[src/rtl/lr_pkg.sv]
package lr_pkg;

    localparam int LR_W   = 32;
    localparam int ID_W   = 10;
    localparam int PRIO_W = 5;

    // bits [22:20] are reserved and never stored
    localparam logic [LR_W-1:0] LR_KEEP_MASK = 32'hFF8F_FFFF;

    localparam int MIN_FWD_PID = 16;

    typedef enum logic [1:0] {
        ST_INV     = 2'd0,
        ST_PEND    = 2'd1,
        ST_ACT     = 2'd2,
        ST_ACTPEND = 2'd3
    } lr_state_e;

    typedef enum logic [1:0] {
        CMD_NONE  = 2'd0,
        CMD_ACK   = 2'd1,
        CMD_DEACT = 2'd2,
        CMD_RSVD  = 2'd3
    } lr_cmd_e;

    function automatic logic [ID_W-1:0] f_vid(input logic [LR_W-1:0] e);
        return e[9:0];
    endfunction

    function automatic logic [ID_W-1:0] f_pid(input logic [LR_W-1:0] e);
        return e[19:10];
    endfunction

    function automatic logic [1:0] f_state(input logic [LR_W-1:0] e);
        return e[29:28];
    endfunction

    function automatic logic [7:0] f_prio8(input logic [LR_W-1:0] e);
        return {e[27:23], 3'b000};
    endfunction

    function automatic logic f_g1(input logic [LR_W-1:0] e);
        return e[30];
    endfunction

    function automatic logic f_hw(input logic [LR_W-1:0] e);
        return e[31];
    endfunction

endpackage

[src/rtl/lr_bank_map.sv]
module lr_bank_map #(
    parameter int NCPU   = 2,
    parameter int CPU_W  = 2,
    parameter int PCPU_W = 1
) (
    input  logic [CPU_W-1:0]  cpu_i,
    output logic [PCPU_W-1:0] bank_o
);
    localparam logic [CPU_W-1:0] NCPU_C = CPU_W'(NCPU);

    logic [CPU_W-1:0] adj;

    always_comb begin
        adj    = (cpu_i >= NCPU_C) ? (cpu_i - NCPU_C) : cpu_i;
        bank_o = PCPU_W'(adj);
    end
endmodule

[src/rtl/lr_match.sv]
module lr_match
    import lr_pkg::*;
#(
    parameter int NLR   = 4,
    parameter int IDX_W = 2
) (
    input  logic [NLR-1:0][LR_W-1:0] bank_i,
    input  logic [ID_W-1:0]          vid_i,
    output logic                     vhit_o,
    output logic [IDX_W-1:0]         vidx_o,
    output logic                     ahit_o
);
    logic [NLR-1:0] vmatch;
    logic [NLR-1:0] amatch;

    for (genvar g = 0; g < NLR; g++) begin : g_cmp
        logic id_eq;
        assign id_eq     = (f_vid(bank_i[g]) == vid_i);
        assign vmatch[g] = id_eq && (f_state(bank_i[g]) != ST_INV);
        assign amatch[g] = id_eq && f_state(bank_i[g])[1];
    end

    // lowest index wins: scan downward so the last assignment is the lowest
    always_comb begin
        vhit_o = 1'b0;
        vidx_o = '0;
        for (int i = NLR - 1; i >= 0; i--) begin
            if (vmatch[i]) begin
                vhit_o = 1'b1;
                vidx_o = IDX_W'(i);
            end
        end
        ahit_o = |amatch;
    end
endmodule

[src/rtl/lr_fwd_gate.sv]
module lr_fwd_gate
    import lr_pkg::*;
#(
    parameter int MAX_IRQ = 1020
) (
    input  logic            deact_hit_i,
    input  logic            hw_i,
    input  logic [ID_W-1:0] pid_i,
    input  logic            sec_en_i,
    input  logic            g1_i,
    output logic            issue_o
);
    logic in_range;
    logic sec_ok;

    always_comb begin
        in_range = (pid_i >= ID_W'(MIN_FWD_PID)) &&
                   ({1'b0, pid_i} < (ID_W+1)'(MAX_IRQ));
        sec_ok   = !sec_en_i || g1_i;
        issue_o  = deact_hit_i && hw_i && in_range && sec_ok;
    end
endmodule

[src/rtl/lr_file.sv]
module lr_file
    import lr_pkg::*;
#(
    parameter int NCPU    = 2,
    parameter int NLR     = 4,
    parameter int MAX_IRQ = 1020,
    localparam int CPU_W  = $clog2(2 * NCPU),
    localparam int PCPU_W = (NCPU > 1) ? $clog2(NCPU) : 1,
    localparam int IDX_W  = (NLR > 1) ? $clog2(NLR) : 1
) (
    input  logic              clk,
    input  logic              rst_n,
    input  logic              wr_en,
    input  logic [CPU_W-1:0]  wr_cpu,
    input  logic [IDX_W-1:0]  wr_idx,
    input  logic [31:0]       wr_data,
    input  logic [CPU_W-1:0]  rd_cpu,
    input  logic [IDX_W-1:0]  rd_idx,
    output logic [31:0]       rd_data,
    input  logic [CPU_W-1:0]  req_cpu,
    input  logic [9:0]        req_vid,
    input  logic [1:0]        req_cmd,
    output logic              look_hit,
    output logic [IDX_W-1:0]  look_idx,
    output logic [1:0]        look_state,
    output logic [7:0]        look_prio,
    output logic              look_grp1,
    output logic              look_hw,
    output logic              eoi_ok,
    input  logic              sec_en,
    output logic [9:0]        grpq_pid,
    output logic [PCPU_W-1:0] grpq_cpu,
    input  logic              grpq_is_g1,
    output logic              fwd_valid,
    output logic [9:0]        fwd_pid,
    output logic [PCPU_W-1:0] fwd_cpu
);

    typedef struct packed {
        logic [NCPU-1:0][NLR-1:0][LR_W-1:0] ent;
        logic                               fwd_v;
        logic [ID_W-1:0]                    fwd_pid;
        logic [PCPU_W-1:0]                  fwd_cpu;
    } st_t;

    st_t st_d, st_q;

    logic [PCPU_W-1:0] wr_bank, rd_bank, req_bank;

    lr_bank_map #(.NCPU(NCPU), .CPU_W(CPU_W), .PCPU_W(PCPU_W)) u_map_wr (
        .cpu_i (wr_cpu),
        .bank_o(wr_bank)
    );
    lr_bank_map #(.NCPU(NCPU), .CPU_W(CPU_W), .PCPU_W(PCPU_W)) u_map_rd (
        .cpu_i (rd_cpu),
        .bank_o(rd_bank)
    );
    lr_bank_map #(.NCPU(NCPU), .CPU_W(CPU_W), .PCPU_W(PCPU_W)) u_map_req (
        .cpu_i (req_cpu),
        .bank_o(req_bank)
    );

    logic [NLR-1:0][LR_W-1:0] req_bank_ent;
    logic                     m_vhit;
    logic [IDX_W-1:0]         m_vidx;
    logic                     m_ahit;

    assign req_bank_ent = st_q.ent[req_bank];

    lr_match #(.NLR(NLR), .IDX_W(IDX_W)) u_match (
        .bank_i(req_bank_ent),
        .vid_i (req_vid),
        .vhit_o(m_vhit),
        .vidx_o(m_vidx),
        .ahit_o(m_ahit)
    );

    logic [LR_W-1:0] hit_word;
    logic            deact_hit;
    logic            fwd_issue;

    assign hit_word  = m_vhit ? req_bank_ent[m_vidx] : '0;
    assign deact_hit = (req_cmd == CMD_DEACT) && m_vhit;

    lr_fwd_gate #(.MAX_IRQ(MAX_IRQ)) u_gate (
        .deact_hit_i(deact_hit),
        .hw_i       (f_hw(hit_word)),
        .pid_i      (f_pid(hit_word)),
        .sec_en_i   (sec_en),
        .g1_i       (grpq_is_g1),
        .issue_o    (fwd_issue)
    );

    // next-state computation
    always_comb begin
        st_d       = st_q;
        st_d.fwd_v = 1'b0;

        if ((req_cmd == CMD_ACK) && m_vhit) begin
            st_d.ent[req_bank][m_vidx][28] = 1'b0;
            st_d.ent[req_bank][m_vidx][29] = 1'b1;
        end

        if (deact_hit) begin
            st_d.ent[req_bank][m_vidx][29] = 1'b0;
            if (fwd_issue) begin
                st_d.fwd_v   = 1'b1;
                st_d.fwd_pid = f_pid(hit_word);
                st_d.fwd_cpu = req_bank;
            end
        end

        // a write lands last so it overrides a command on the same entry
        if (wr_en && (int'(wr_idx) < NLR)) begin
            st_d.ent[wr_bank][wr_idx] = wr_data & LR_KEEP_MASK;
        end
    end

    always_ff @(posedge clk) begin
        if (!rst_n) begin
            st_q <= '0;
        end else begin
            st_q <= st_d;
        end
    end

    always_comb begin
        rd_data    = (int'(rd_idx) < NLR) ? st_q.ent[rd_bank][rd_idx] : '0;
        look_hit   = m_vhit;
        look_idx   = m_vidx;
        look_state = f_state(hit_word);
        look_prio  = m_vhit ? f_prio8(hit_word) : 8'h00;
        look_grp1  = f_g1(hit_word);
        look_hw    = f_hw(hit_word);
        eoi_ok     = m_ahit;
        grpq_pid   = f_pid(hit_word);
        grpq_cpu   = req_bank;
        fwd_valid  = st_q.fwd_v;
        fwd_pid    = st_q.fwd_pid;
        fwd_cpu    = st_q.fwd_cpu;
    end

endmodule

[config.mk]
export PLATFORM = sky130hd
export DESIGN_NAME = lr_file
export DESIGN_NICKNAME = d
export VERILOG_FILES = /design/src/rtl/lr_pkg.sv /design/src/rtl/lr_bank_map.sv /design/src/rtl/lr_match.sv /design/src/rtl/lr_fwd_gate.sv /design/src/rtl/lr_file.sv
export SDC_FILE = /design/constraint.sdc
export NUM_CORES = 1
export LEC_CHECK = 0
export BUFFER_PORTS_ARGS = -buffer_cell sky130_fd_sc_hd__buf_2
export CORE_MARGIN = 10
export CORE_UTILIZATION = 60
export DETAILED_ROUTE_END_ITERATION = 7
export PLACE_DENSITY = 0.82
export SLEW_MARGIN = 10
export SYNTH_ARGS = -nofsm -noshare
export SYNTH_HDL_FRONTEND = slang
export SYNTH_SLANG_ARGS = --single-unit
[constraint.sdc]
create_clock -name clk -period 7.7 [get_ports clk]
set_clock_uncertainty 0.15 [all_clocks]
set_input_delay 1.54 -clock clk [delete_from_list [all_inputs] [get_ports clk]]
set_output_delay 1.54 -clock clk [all_outputs]
set_load 0.02 [all_outputs]
Word-level counts from Yosys, hierarchy flattened
Cells that the tools add are included.
{"block": "totals", "register_bits": 268, "out_inout_bits": 71, "word_cells": 105}
{"block": "op_classes", "add_sub_neg": 3, "n_lt_le_gt_ge": 15, "eq_ne": 6, "muxes": 38, "bitwise_logic": 5, "n_reduce_logical": 27}
{"operator": "$mux 128", "count": 7}
{"operator": "$and 256x256->256", "count": 2}
{"operator": "$mux 256", "count": 2}
{"operator": "$not 256->256", "count": 2}
{"operator": "$demux 128 s1", "count": 3}
{"operator": "$mux 268", "count": 1}
{"operator": "$bwmux 256", "count": 1}
{"operator": "$or 256x256->256", "count": 1}
{"operator": "$demux 32 s2", "count": 3}
{"operator": "$bmux 32 s2", "count": 2}
{"operator": "$mux 32", "count": 4}
{"operator": "$eq 10x10->1", "count": 4}
{"operator": "$mux 30", "count": 1}
{"operator": "$mux 29", "count": 1}
{"operator": "$logic_and 1x1->1", "count": 18}
{"operator": "$mux 12", "count": 1}
{"operator": "$ge 10x5->1 const B", "count": 1}
{"operator": "$lt 10x10->1 const B", "count": 1}
{"operator": "$lt 2x3->1 const B", "count": 3}
{"operator": "$mux 2", "count": 4}
{"operator": "$mux 8", "count": 1}
{"operator": "$reduce_bool 2->1", "count": 4}
{"operator": "$mux 1", "count": 7}
{"operator": "$ge 2x2->1 const B", "count": 3}
{"operator": "other kinds (10)", "count": 17}

Longest topological paths before layout
{"block": "logic_depth", "word_depth": 24, "ltp_mapped": 16, "depth_no_buf": 11}

Cells and area by module
Synthesis repeated with hierarchy kept, for this count alone.
{"block": "hier_totals", "hier_cells": 1540, "hier_area_um2": 14093.5}
{"module": "lr_file", "n_inst": 1, "cells_per_inst": 1455, "area_per_inst_um2": 13415.4}
{"module": "lr_match", "n_inst": 1, "cells_per_inst": 74, "area_per_inst_um2": 605.6}
{"module": "lr_fwd_gate", "n_inst": 1, "cells_per_inst": 8, "area_per_inst_um2": 50.0}
{"module": "lr_bank_map", "n_inst": 3, "cells_per_inst": 1, "area_per_inst_um2": 7.5}

Worst setup path after synthesis
Ideal clock, no wire load.
{"block": "synth_timing", "path_kind": "in2out", "start": "input port req_cpu[0]", "end": "output port grpq_pid[0]", "arrival_time_ns": 4.809, "t_required_ns": 6.010, "setup_slack_ns": 1.201, "path_stages": 14, "n_path_buf": 6, "path_cell_list": "buf_6 -> buf_8 -> buf_12 -> mux2i_4 -> o22ai_2 -> a2111oi_4 -> nand3_1 -> clkbuf_1 -> clkbuf_1 -> nand4_1 -> buf_2 -> o21ai_0 -> o21bai_1 -> nor4b_1"}
{"block": "synth_between", "word_cells_on_any_way": 28, "classes_between": "add/sub (1); order compare (1); eq/ne (4); mux (14); reduce/logical (8)"}
{"element": "from (decl)", "line_no": "lr_file.sv:20", "source": "input logic [CPU_W-1:0] req_cpu,"}
{"element": "$ge 2x2->1 or $sub 1x1->1 (tied branches)", "line_no": "lr_bank_map.sv:14", "source": "adj = (cpu_i >= NCPU_C) ? (cpu_i - NCPU_C) : cpu_i;"}
{"element": "$mux 1 (*)", "line_no": "lr_bank_map.sv:14"}
{"element": "$mux 128 (implied by the code) (*) (2 in a row)", "line_no": "lr_file.sv:68", "source": "assign req_bank_ent = st_q.ent[req_bank];"}
{"element": "$eq 10x10->1 or $reduce_bool 2->1 (tied branches)", "line_no": "lr_match.sv:18, lr_match.sv:19"}
{"element": "$logic_and 1x1->1", "line_no": "lr_match.sv:19", "source": "assign vmatch[g] = id_eq && (f_state(bank_i[g]) != ST_INV);"}
{"element": "$mux 1 (3 in a row)", "line_no": "lr_match.sv:28", "source": "if (vmatch[i]) begin"}
{"element": "$mux 1 (*)", "line_no": "lr_match.sv:28"}
{"element": "via look_hit", "line_no": "lr_file.sv:23", "source": "output logic look_hit,"}
{"element": "$mux 32 (*)", "line_no": "lr_file.sv:82", "source": "assign hit_word = m_vhit ? req_bank_ent[m_vidx] : '0;"}
{"element": "to (decl)", "line_no": "lr_file.sv:31", "source": "output logic [9:0] grpq_pid,"}
Mark *: on every way through the listed nets, which the timed path passes. The rest lies on a longest branch. The select of a mux whose other input is x is not followed.

Worst setup path in the final report
{"block": "layout_timing", "start": "input port req_cpu[0]", "end": "output port grpq_pid[0]"}
{"block": "layout_between", "elab_chain_cells": 13, "word_cells_on_any_way": 28, "classes_between": "add/sub (1); order compare (1); eq/ne (4); mux (14); reduce/logical (8)"}
{"element": "$ge 2x2->1 or $sub 1x1->1 (tied branches)", "line_no": "lr_bank_map.sv:14"}
{"element": "$mux 1 (*)", "line_no": "lr_bank_map.sv:14"}
{"element": "$mux 128 (implied by the code) (*) (2 in a row)", "line_no": "lr_file.sv:68"}
{"element": "$eq 10x10->1 or $reduce_bool 2->1 (tied branches)", "line_no": "lr_match.sv:18, lr_match.sv:19"}
{"element": "$logic_and 1x1->1", "line_no": "lr_match.sv:19"}
{"element": "$mux 2 (4 in a row)", "line_no": "lr_match.sv:28"}
{"element": "$bmux 32 s2", "line_no": "lr_file.sv:82"}
{"element": "$mux 32 (implied by the code)", "line_no": "lr_file.sv:82"}
{"element": "$mux 32 (*)", "line_no": "lr_file.sv:82"}
Every way passes the cells marked *; elsewhere a longest branch is shown, timed or not. The select of a mux whose other input is x is not followed.

==> results.yml <==
run_status:
  status: "finished clean"
cts:
  cts.clk_slew.worst_paths_ns: 0.06
  post-cts-setup-buffers: 0
  cts_buffers: 27
  insertion_delay_ns: 0.54
  cts-resized-gates: 0
  cts_buffer_depth: 3
  cts_tree: "done"
  hold_buffers: 0
  cts_root_buf: "clkbuf_16"
  clock-sinks: 244
  h-tree-depth: 1
grt:
  grtUsageTotal_pct: 28.7
  antenna_found_initial: 4
  grt_pass1_wl_mm: 71.2
  grt_max_degree: 178
  grt-ovfl-total: 0
  grt_pass1_vias: 12800
critical_path:
  r2r_start: "st_q[213]"
  slowest_delay_ns: 0.65
  cp-end-kind: "output pin"
  cp_data_required_time_ns: 6.01
  worstPathMaxFanout: 51
  arrival_ns: 5.51
  crit_chain: "buf_6 > buf_4 > buf_4 > o32ai_1 > or4_4 > nand3_2 > nand2_1 > nand2_1 > nor2_1 > nor4b_1 > buf_2"
  r2r_setup_slack_ns: 3.26
  crit_end: "grpq_pid[0]"
  cp_slowest_cell: "or4_4"
  start_kind: "input pin"
  worst_r2r_path_depth: 11
  crit_start: "req_cpu[0]"
  path_class: "input pin to output pin"
  timing.rr.end: "fwd_pid[8]"
timing:
  rsz0062_at_grt: "no"
  fmax_ghz: 0.139
  finalHoldViolCount: 0
  worst_pin_slew_ns: 1.17
  min_period_ns: 7.20
  finalSetupTns_ns: 0
  min_period_over_period_pct: 93.4
  finalSetupViolations: 0
  drv_slew: 0
  relSlewSlack_pct: 21.8
power_and_ir_drop:
  power.switching_uw: 728
  ir_drop_uv: 203
  swShare_pct: 25.4
  pwr-share-clk_pct: 44.0
  power.density_nw_per_um2: 182
  p_seq_share_pct: 45.7
  combPwrFrac_pct: 10.3
  total_leakage_power_nw: 5.67
  p_int_mw: 2.14
synthesis:
  syn_area_sq_um: 14500
  yosys.area.top_type: "dfxtp_1"
  synthArstFlopShare_pct: 0
  synth-main-ff-cell: "dfxtp_1"
  syn_avg_cell_area_sq_um: 8.61
  synth_edf_count: 0
  ys_ff_latch: 244
  ys_warn_count: 0
  post-synth-top-count-cell: "nand2_1"
  netlist_top_cells_area: "dfxtp_1 34%, nand2_1 13%, a21boi_0 12%"
  syn_inst: 1680
  ys_seq_area_share_pct: 33.8
  post_synth_num_cell_types: 86
  synthTopCellsByCount: "503 x nand2_1, 244 x dfxtp_1, 224 x a21boi_0"
  yosysTopAreaCellShare_pct: 33.8
placement:
  dpl.cell_count: 1988
  place_congestion: 0.972
  numPortBuffers: 117
  hpwl_mm: 30.1
routing:
  drt_first_pass_iters: 6
  final_antenna_net_count: 0
  wire_per_inst_um: 22.5
  num_vias: 13100
  via_per_inst: 6.45
  wirelength_mm: 45.8
  drt_iter0_drc: 1717
  route.detailed.drc: 0
floorplan:
  die_w_um: 175
  core_region_area_sq_um: 23600
  rows: 56
  dieHeight_um: 175
  die_area_sq_um: 30700
  ios: 130
  start_util_pct: 61.3
worst_hold_path:
  min_path_type: "flip-flop to flip-flop"
  worstHoldStart: "fwd_pid[3]"
finish:
  layout-drive-gt1-share_pct: 19.8
  fillers: 1983
  multi_input_area_sq_um: 8730
  area_growth_pct: 8.97
  nets: 1757
  instances_no_fill: 2036
  area.sequential_sq_um: 4880
run:
  cap_violations: 0
[stage by stage]
step | area, sq um | utilization (%) | hold slack (ns) | worst slack (ns) | total power [mW]
after floorplan | 14500 | - | 0.285 | 1.20 | 1.54
after global placement | 14900 | 63.2 | 0.289 | 0.744 | 1.62
after detailed placement | 14900 | 63.2 | 0.297 | 0.710 | 1.63
after CTS | 15800 | 66.7 | 0.307 | 0.702 | 2.86
after global routing | 15800 | 66.7 | 0.333 | 0.432 | 2.94
final | 15800 | 66.8 | 0.306 | 0.504 | 2.87
[cell type report]
class | instances | share of cell area (%)
Tap cell | 319 | 2.53
Multi-Input combinational cell | 1266 | 55.4
Clock inverter | 8 | 0.595
Timing Repair Buffer | 156 | 5.67
Clock buffer | 39 | 4.76
Sequential cell | 244 | 31.0
Inverter | 3 | 0.0714
Antenna cell | 1 | 0.0159
[worst max-delay path, delay by kind of cell]
family	cells	cell delay [ns]
AOI/OAI and AO/OA	1	0.26
buffers and inverters	4	1.54
and+or+nand+nor	6	2.10
[kinds of logic after synthesis]
logic type | after synthesis | share of synthesized area [%]
flops | 244 | 33.8
compound gates | 372 | 19.3
simple gates | 668 | 20.3
buf+inv | 175 | 6.20
xor+xnor | 39 | 2.36
mux | 181 | 18.1
other cells | 1 | 0.0259
[power by group through the flow]
stage	registers [mW]	clock network [mW]	logic, mW
3_5_place_dp	1.34	0	0.288
5_1_grt	1.31	1.32	0.313
3_3_place_gp	1.34	0	0.283
6_report	1.31	1.26	0.295
4_1_cts	1.31	1.27	0.290
2_1_floorplan	1.33	0	0.214
[per-layer routing]
layer,wire length [um],GRT usage (%),up-vias
met1,17900,37.3,6291
met2,21000,46.4,795
met4,1650,10.0,4
met5,27,0,-
li1,-,-,5903
met3,5110,6.11,138
[worst min path at each step]
stage	to	slack (ns)	cells past startpoint
after floorplan	fwd_pid[0]	0.29	2
after global placement	fwd_pid[3]	0.29	2
after detailed placement	fwd_pid[2]	0.30	2
after CTS	fwd_pid[6]	0.31	2
after global routing	fwd_pid[4]	0.33	2
final	fwd_pid[3]	0.31	2
[cells in the final DEF (no fill, tap or decap), types with 40 or more instances in the layout]
cell / netlist / final
buf_4: 29 / 40
mux2_2: 49 / 49
nand2_1: 503 / 503
nor2_1: 56 / 50
mux4_2: 58 / 58
mux2i_1: 73 / 73
dfxtp_1: 244 / 244
buf_2: 11 / 114
a21boi_0: 224 / 224
[flip-flops by register name, indices dropped and copies added, names as in the netlist]
signal and cells:
st_q 232, fwd_pid 10, fwd_cpu 1, fwd_valid 1
Power figures use the tool's default switching activity.
